==> config.mk <==
export PLATFORM = sky130hd
export DESIGN_NAME = turbo_bus_wait
export DESIGN_NICKNAME = d
export VERILOG_FILES = /design/src/rtl/bwc_pkg.sv /design/src/rtl/bwc_decode.sv /design/src/rtl/bwc_gap_timer.sv /design/src/rtl/bwc_seq.sv /design/src/rtl/turbo_bus_wait.sv
export SDC_FILE = /design/constraint.sdc
export NUM_CORES = 1
export LEC_CHECK = 0
export BUFFER_PORTS_ARGS = -buffer_cell sky130_fd_sc_hd__buf_2
export CAP_MARGIN = 40
export CELL_PAD_IN_SITES_DETAIL_PLACEMENT = 0
export CELL_PAD_IN_SITES_GLOBAL_PLACEMENT = 1
export CORE_AREA = 2 2 52 54
export CTS_CLUSTER_DIAMETER = 200
export CTS_CLUSTER_SIZE = 24
export DETAILED_ROUTE_END_ITERATION = 10
export DIE_AREA = 0 0 54 56
export GPL_ROUTABILITY_DRIVEN = 0
export HOLD_SLACK_MARGIN = 0.15
export PLACE_DENSITY_LB_ADDON = 0.1
export SLEW_MARGIN = 20
export SYNTH_ARGS = -nofsm -noshare
export SYNTH_HDL_FRONTEND = slang
export SYNTH_HIERARCHICAL = 1
export SYNTH_SLANG_ARGS = --single-unit
==> constraint.sdc <==
create_clock -name clk -period 2.5 [get_ports clk]
set_clock_uncertainty 0.15 [all_clocks]
set_input_delay 0.5 -clock clk [delete_from_list [all_inputs] [get_ports clk]]
set_output_delay 0.5 -clock clk [all_outputs]
set_load 0.02 [all_outputs]
==> src/rtl/bwc_pkg.sv <==
package bwc_pkg;

  typedef enum logic [1:0] {
    ST_IDLE  = 2'd0,
    ST_ALIGN = 2'd1,
    ST_HOLD  = 2'd2,
    ST_DONE  = 2'd3
  } seq_state_e;

  typedef enum logic {
    ACC_MEM = 1'b0,
    ACC_IO  = 1'b1
  } acc_kind_e;

  // true when a port number falls in the video processor window
  function automatic logic in_video_window(input logic [7:0] port,
                                           input logic [7:0] base,
                                           input int unsigned count);
    int unsigned p, b;
    p = 32'(port);
    b = 32'(base);
    return (p >= b) && (p < b + count);
  endfunction

  // bus-clock periods a strobe of the given kind stays low
  function automatic int unsigned hold_len(input acc_kind_e kind,
                                           input int unsigned io_len,
                                           input int unsigned mem_len);
    return (kind == ACC_IO) ? io_len : mem_len;
  endfunction

endpackage

==> src/rtl/bwc_decode.sv <==
module bwc_decode
  import bwc_pkg::*;
#(
  parameter logic [7:0]  VDP_BASE  = 8'h98,
  parameter int unsigned VDP_PORTS = 4
) (
  input  logic       iorq_n,
  input  logic       mreq_n,
  input  logic       m1_n,
  input  logic       mem_internal,
  input  logic [7:0] addr,
  output logic       req,
  output acc_kind_e  kind,
  output logic       vdp
);

  logic io_hit, mem_hit;

  assign io_hit  = !iorq_n && m1_n;
  assign mem_hit = !mreq_n && !mem_internal;
  assign req     = io_hit || mem_hit;
  assign kind    = io_hit ? ACC_IO : ACC_MEM;
  assign vdp     = io_hit && in_video_window(addr, VDP_BASE, VDP_PORTS);

endmodule

==> src/rtl/bwc_gap_timer.sv <==
module bwc_gap_timer #(
  parameter int unsigned GAP = 27
) (
  input  logic clk,
  input  logic rst_n,
  input  logic tick,
  input  logic clear,
  output logic gap_ok
);

  localparam int unsigned W = $clog2(GAP + 1);

  logic [W-1:0] since;

  always_ff @(posedge clk) begin
    if (!rst_n) begin
      since <= W'(GAP);
    end else if (clear) begin
      since <= '0;
    end else if (tick && (since != W'(GAP))) begin
      since <= since + 1'b1;
    end
  end

  // the pulse that sees GAP-1 is the GAP-th pulse after the clearing one
  assign gap_ok = (32'(since) + 1 >= GAP);

endmodule

==> src/rtl/bwc_seq.sv <==
module bwc_seq
  import bwc_pkg::*;
#(
  parameter int unsigned IO_LEN  = 3,
  parameter int unsigned MEM_LEN = 2
) (
  input  logic      clk,
  input  logic      rst_n,
  input  logic      bus_ce,
  input  logic      req,
  input  acc_kind_e kind,
  input  logic      vdp,
  input  logic      rd_n,
  input  logic      wr_n,
  input  logic      gap_ok,
  output logic      wait_n,
  output logic      ext_iorq_n,
  output logic      ext_mreq_n,
  output logic      ext_rd_n,
  output logic      ext_wr_n,
  output logic      start_evt,
  output logic      end_evt,
  output logic      vdp_q
);

  localparam int unsigned LONGEST = (IO_LEN > MEM_LEN) ? IO_LEN : MEM_LEN;
  localparam int unsigned LW      = $clog2(LONGEST + 1);

  seq_state_e   st, st_nx;
  acc_kind_e    kind_q;
  logic         rd_q, wr_q;
  logic [LW-1:0] beats;
  logic [LW-1:0] last_beat;
  logic          holding;

  assign last_beat = LW'(hold_len(kind_q, IO_LEN, MEM_LEN) - 1);
  assign holding   = (st == ST_HOLD);
  assign start_evt = (st == ST_ALIGN) && bus_ce && (!vdp_q || gap_ok);
  assign end_evt   = holding && bus_ce && (beats == last_beat);

  always_comb begin
    st_nx = st;
    unique case (st)
      ST_IDLE:  if (req)       st_nx = ST_ALIGN;
      ST_ALIGN: if (start_evt) st_nx = ST_HOLD;
      ST_HOLD:  if (end_evt)   st_nx = ST_DONE;
      ST_DONE:  if (!req)      st_nx = ST_IDLE;
      default:                 st_nx = ST_IDLE;
    endcase
  end

  always_ff @(posedge clk) begin
    if (!rst_n) begin
      st     <= ST_IDLE;
      kind_q <= ACC_MEM;
      vdp_q  <= 1'b0;
      rd_q   <= 1'b0;
      wr_q   <= 1'b0;
      beats  <= '0;
    end else begin
      st <= st_nx;
      if ((st == ST_IDLE) && req) begin
        kind_q <= kind;
        vdp_q  <= vdp;
        rd_q   <= !rd_n;
        wr_q   <= !wr_n;
      end
      if (start_evt) begin
        beats <= '0;
      end else if (holding && bus_ce) begin
        beats <= beats + 1'b1;
      end
    end
  end

  assign wait_n     = !(((st == ST_IDLE) && req) || (st == ST_ALIGN) || holding);
  assign ext_iorq_n = !(holding && (kind_q == ACC_IO));
  assign ext_mreq_n = !(holding && (kind_q == ACC_MEM));
  assign ext_rd_n   = !(holding && rd_q);
  assign ext_wr_n   = !(holding && wr_q);

endmodule

==> src/rtl/turbo_bus_wait.sv <==
module turbo_bus_wait
  import bwc_pkg::*;
#(
  parameter int unsigned IO_BUS_CYCLES  = 3,
  parameter int unsigned MEM_BUS_CYCLES = 2,
  parameter int unsigned VDP_GAP        = 27,
  parameter logic [7:0]  VDP_BASE       = 8'h98,
  parameter int unsigned VDP_PORTS      = 4
) (
  input  logic       clk,
  input  logic       rst_n,
  input  logic       bus_ce,
  input  logic       cpu_iorq_n,
  input  logic       cpu_mreq_n,
  input  logic       cpu_rd_n,
  input  logic       cpu_wr_n,
  input  logic       cpu_m1_n,
  input  logic [7:0] cpu_addr_lo,
  input  logic       mem_internal,
  output logic       cpu_wait_n,
  output logic       ext_iorq_n,
  output logic       ext_mreq_n,
  output logic       ext_rd_n,
  output logic       ext_wr_n
);

  logic      req, vdp, gap_ok;
  acc_kind_e kind;
  logic      start_evt, end_evt, vdp_q;
  logic      start_vdp, end_vdp;

  assign start_vdp = start_evt && vdp_q;
  assign end_vdp   = end_evt && vdp_q;

  bwc_decode #(
    .VDP_BASE (VDP_BASE),
    .VDP_PORTS(VDP_PORTS)
  ) u_decode (
    .iorq_n      (cpu_iorq_n),
    .mreq_n      (cpu_mreq_n),
    .m1_n        (cpu_m1_n),
    .mem_internal(mem_internal),
    .addr        (cpu_addr_lo),
    .req         (req),
    .kind        (kind),
    .vdp         (vdp)
  );

  bwc_gap_timer #(
    .GAP(VDP_GAP)
  ) u_gap (
    .clk   (clk),
    .rst_n (rst_n),
    .tick  (bus_ce),
    .clear (end_vdp),
    .gap_ok(gap_ok)
  );

  bwc_seq #(
    .IO_LEN (IO_BUS_CYCLES),
    .MEM_LEN(MEM_BUS_CYCLES)
  ) u_seq (
    .clk       (clk),
    .rst_n     (rst_n),
    .bus_ce    (bus_ce),
    .req       (req),
    .kind      (kind),
    .vdp       (vdp),
    .rd_n      (cpu_rd_n),
    .wr_n      (cpu_wr_n),
    .gap_ok    (gap_ok),
    .wait_n    (cpu_wait_n),
    .ext_iorq_n(ext_iorq_n),
    .ext_mreq_n(ext_mreq_n),
    .ext_rd_n  (ext_rd_n),
    .ext_wr_n  (ext_wr_n),
    .start_evt (start_evt),
    .end_evt   (end_evt),
    .vdp_q     (vdp_q)
  );

endmodule

# Word-level counts from Yosys, hierarchy flattened
# Cells that the tools add are included.
# word_totals
regBits	13
input_bits	17
output_inout_bits	5
# op_classes
add_sub_neg	4
magnitude_cmp	3
n_eq_ne	9
n_mux	9
bitwise_logic	2
reduce_logical	35
# ops
cell	n
$ge 32x5->1 const B	1
$logic_and 1x1->1	15
$logic_not 1->1	11
$mux 5	2
$ge 8x8->1 const B	1
$lt 8x8->1 const B	1
$mux 2	4
$pmux 2 s4	1
$add 5x1->6 const B	1
$ne 2x2->1 const B	3
$add 5x1->5 const B	1
$ne 5x5->1 const B	1
$eq 2x2->1 const B	2
$logic_or 1x1->1	4
$reduce_and 4->1	1
$reduce_or 2->1	2
$add 2x1->2 const B	1
$eq 2x1->1 const B	1
$eq 2x2->1	1
$logic_not 2->1	1
$mux 1	2
$ne 2x1->1 const B	1
$not 1->1	2
$reduce_bool 2->1	1
$sub 2x1->2 const B	1

# Longest topological paths before layout
# logic_depth
depth_word	7
ltp_mapped	9

# By module
# The synthesis kept the hierarchy.
# modules_own_cells
module	instances	cells_each	area_each_um2	seq_area_each_um2
bwc_seq	1	57	488.0	160.2
bwc_gap_timer	1	37	326.6	100.1
bwc_decode	1	4	36.3	0.0
turbo_bus_wait	1	1	6.3	0.0

# Least setup slack after synthesis
# No wires, ideal clock.
# synth_path
path_kind	input -> output
startpoint	input cpu_m1_n
endpoint	output cpu_wait_n
t_arrival_ns	1.577
t_required_ns	1.850
setup_slack_ns	0.273
cell_stages	5
path_buffers	1
cell_sequence	nor2b_1 -> o21bai_1 -> and2_1 -> clkbuf_1 -> nor3_1
# synth_via
elab_chain_len	6
# synth_lines
item	line_no	rtl
start: declaration	turbo_bus_wait.sv:17	input logic cpu_m1_n,
$logic_and 1x1->1	bwc_decode.sv:19	assign io_hit = !iorq_n && m1_n;
$logic_or 1x1->1	bwc_decode.sv:21	assign req = io_hit || mem_hit;
via req	turbo_bus_wait.sv:27	logic req, vdp, gap_ok;
$logic_and 1x1->1	bwc_seq.sv:76	assign wait_n = !(((st == ST_IDLE) && req) || (st == ST_ALIGN) || holding);
$logic_or 1x1->1 (2 in series)	bwc_seq.sv:76	
$logic_not 1->1	bwc_seq.sv:76	
end: declaration	turbo_bus_wait.sv:20	output logic cpu_wait_n,
# The timed path passes the listed nets, and every way through them passes these cells.

# Worst setup path after layout
# layout_path
startpoint	register u_seq.st[0]
endpoint	output cpu_wait_n
# layout_via
elab_chain_len	5
# layout_lines
item	line_no	rtl
start: declaration	bwc_seq.sv:29	seq_state_e st, st_nx;
start signal: assignment	bwc_seq.sv:61	st <= st_nx;
$logic_not 2->1	bwc_seq.sv:76	
$logic_and 1x1->1	bwc_seq.sv:76	
$logic_or 1x1->1	bwc_seq.sv:76	
$logic_or 1x1->1 *	bwc_seq.sv:76	
$logic_not 1->1 *	bwc_seq.sv:76	
# Every way passes the cells marked *; elsewhere a longest branch is shown, timed or not.

==> run_results.csv <==
group,metric,value,unit
job,maxCapViolCount,0,
critical_path,crit_path_start_kind,"flop",
critical_path,crit_required,1.85,ns
cells_and_area,final_nets,143,
synth,syn_inst,98,
synth,syn_avg_cell_area,8.71,um2
sta,finalHoldViolCount,0,
floorplan,die-height,56,um
place,io_buffer_count,19,
sta,setup_viol,0,
critical_path,rr_endpoint,"u_seq/st[1]",
floorplan,fp.dieW,54,um
min_path,min_path_type,"in2reg",
routing,first_pass_iters,4,
floorplan,core,2430,um2
floorplan,io-pin-count,22,
power_and_ir_drop,p_int,400,uW
critical_path,r2r_slack,0.33,ns
sta,rsz0062_at_grt,"no",
sta,drv_slew,0,
critical_path,r2r_start,"u_gap/since[1]",
critical_path,crit_fanout,7,
global_route,grt_usage,0.133,
synth,yosysWarnings,6,
cells_and_area,final_common_cell,"buf_2",
floorplan,initial_core_util,0.351,
power_and_ir_drop,p_switching,220,uW
global_route,antenna_found_initial,0,
global_route,gr-usage-met3,0.0269,
cells_and_area,drive_above_1_share,0.220,
cts,cts_root_buffer,"clkbuf_4",
sta,min_period,2.19,ns
critical_path,cp-end-kind,"primary output",
synth,synth_area,853,um2
routing,detail-route-antenna-nets,0,
power_and_ir_drop,p_comb_frac,0.384,
cells_and_area,synthToLayoutAreaGrowth,16.3,%
power_and_ir_drop,p_clk_frac,0.207,
cts,path_clk_slew,0.08,ns
cts,clockBufferDepth,2,
floorplan,die-area,3020,um2
power_and_ir_drop,p_seq_frac,0.409,
routing,drt-initial-drc-count,15,
cts,cts_hold_buffers,0,
global_route,top_usage_layer,"met2",
cts,h-tree-depth,1,
power_and_ir_drop,vdd_ir_drop_max,0.355,mV
power_and_ir_drop,leakagePower,0.000461,uW
routing,vias,757,
synth,syn_nets,122,
sta,tightest_slew,0.358,ns
power_and_ir_drop,finalPower,619,uW
cells_and_area,n_antenna_cell,0,
min_path,worstHoldStart,"cpu_wr_n",
place,dpl.hpwl,1.35,mm
global_route,grt_pass1_wl,3.04,mm
critical_path,r2r_cells,7,
sta,setup_tns,0,ns
sta,fmax,458,MHz
routing,wl,1.75,mm
floorplan,row_count,18,
cts,cts_resized,0,
power_and_ir_drop,sw_frac_of_total,0.355,
global_route,grt-ovfl-total,0,
status,outcome,"finished, final reports clean",
critical_path,cp_data_arrival_time,1.54,ns
cts,post_cts_buffers,0,
routing,wire_per_inst,11.8,um
sta,max-slew-margin-rel,0.762,
global_route,first_global_vias,706,
min_path,holdPathEnd,"u_seq/wr_q",
routing,drc,0,
cells_and_area,final_cell_mix,"19 x buf_2, 13 x dfxtp_1, 12 x nand2_1, 7 x ha_1, 6 x inv_1",
cts,cts_tree,"done",
routing,via_per_inst,5.11,
sta,fin_crit_sh,0.874,
cts,clk_latency,0.27,ns
critical_path,worst-setup-path-type,"reg2out",
global_route,grt_use_met1,0.178,
power_and_ir_drop,p_per_area,624,nW/um2
global_route,grt_max_degree,14,
cts,cts.sinks,13,
global_route,grt_use_met2,0.204,
min_path,min_path_cells,3,
cts,cts-buffers-inserted,3,
-- power by group through the flow --
| stage | clock network [uW] | registers [uW] | logic (uW) |
|---|---|---|---|
| floorplan | 0 | 253 | 182 |
| detailed placement | 0 | 258 | 239 |
| finish | 128 | 254 | 238 |
| global route | 145 | 258 | 271 |
| CTS | 136 | 254 | 241 |
| global placement | 0 | 257 | 239 |
-- worst max-delay path: stages, from the launching register on --
cell     delay [ns]
dfxtp_1        0.39
inv_1          0.10
ha_1           0.21
and2_1         0.23
nor3_1         0.15
buf_2          0.19
-- sequential cells by signal, summed over array words and instances (netlist names) --
signal	count
u_gap/since	5
u_seq/vdp_q	1
u_seq/rd_q	1
u_seq/wr_q	1
u_seq/st	2
u_seq/kind_q	1
u_seq/beats	2
-- layer usage --
metal	routed length, um	share of wire
met5	0	0
met4	15	0.0086
met3	83	0.047
met2	827	0.47
met1	826	0.47
-- layout make-up --
| type | instances | area, um2 |
|---|---|---|
| inverters | 6 | 22.5 |
| repair buffers | 19 | 95.1 |
| multi-input cells | 76 | 551 |
| well taps | 30 | 37.5 |
| flip-flops and latches | 13 | 260 |
| fillers | 256 | 1440 |
| clock buffers | 4 | 26.3 |
-- how the worst max path moves through the flow --
| stage | start | endpoint | cells past startpoint | slack, ns |
|---|---|---|---|---|
| 6_report | u_seq/st[0] | cpu_wait_n | 5 | 0.31 |
| 5_1_grt | u_gap/since[1] | u_seq/st[1] | 7 | 0.14 |
| 4_1_cts | u_seq/st[0] | cpu_wait_n | 5 | 0.29 |
| 3_5_place_dp | u_gap/since[1] | u_seq/st[1] | 7 | 0.35 |
| 3_3_place_gp | cpu_iorq_n | cpu_wait_n | 6 | 0.33 |
| 2_1_floorplan | cpu_m1_n | cpu_wait_n | 5 | 0.27 |
-- stage by stage --
step                 util  instance area (um2)  hold slack (ns)  instances  setup slack (ns)
floorplan               -                  853            0.318         98             0.273
global placement    0.397                  966            0.330        144             0.327
detailed placement  0.397                  966            0.341        144             0.348
CTS                 0.408                  992            0.330        148             0.287
global route        0.408                  992            0.349        148             0.138
finish              0.408                  992            0.341        148             0.315
Note: power is estimated with default switching activity, not from simulation.
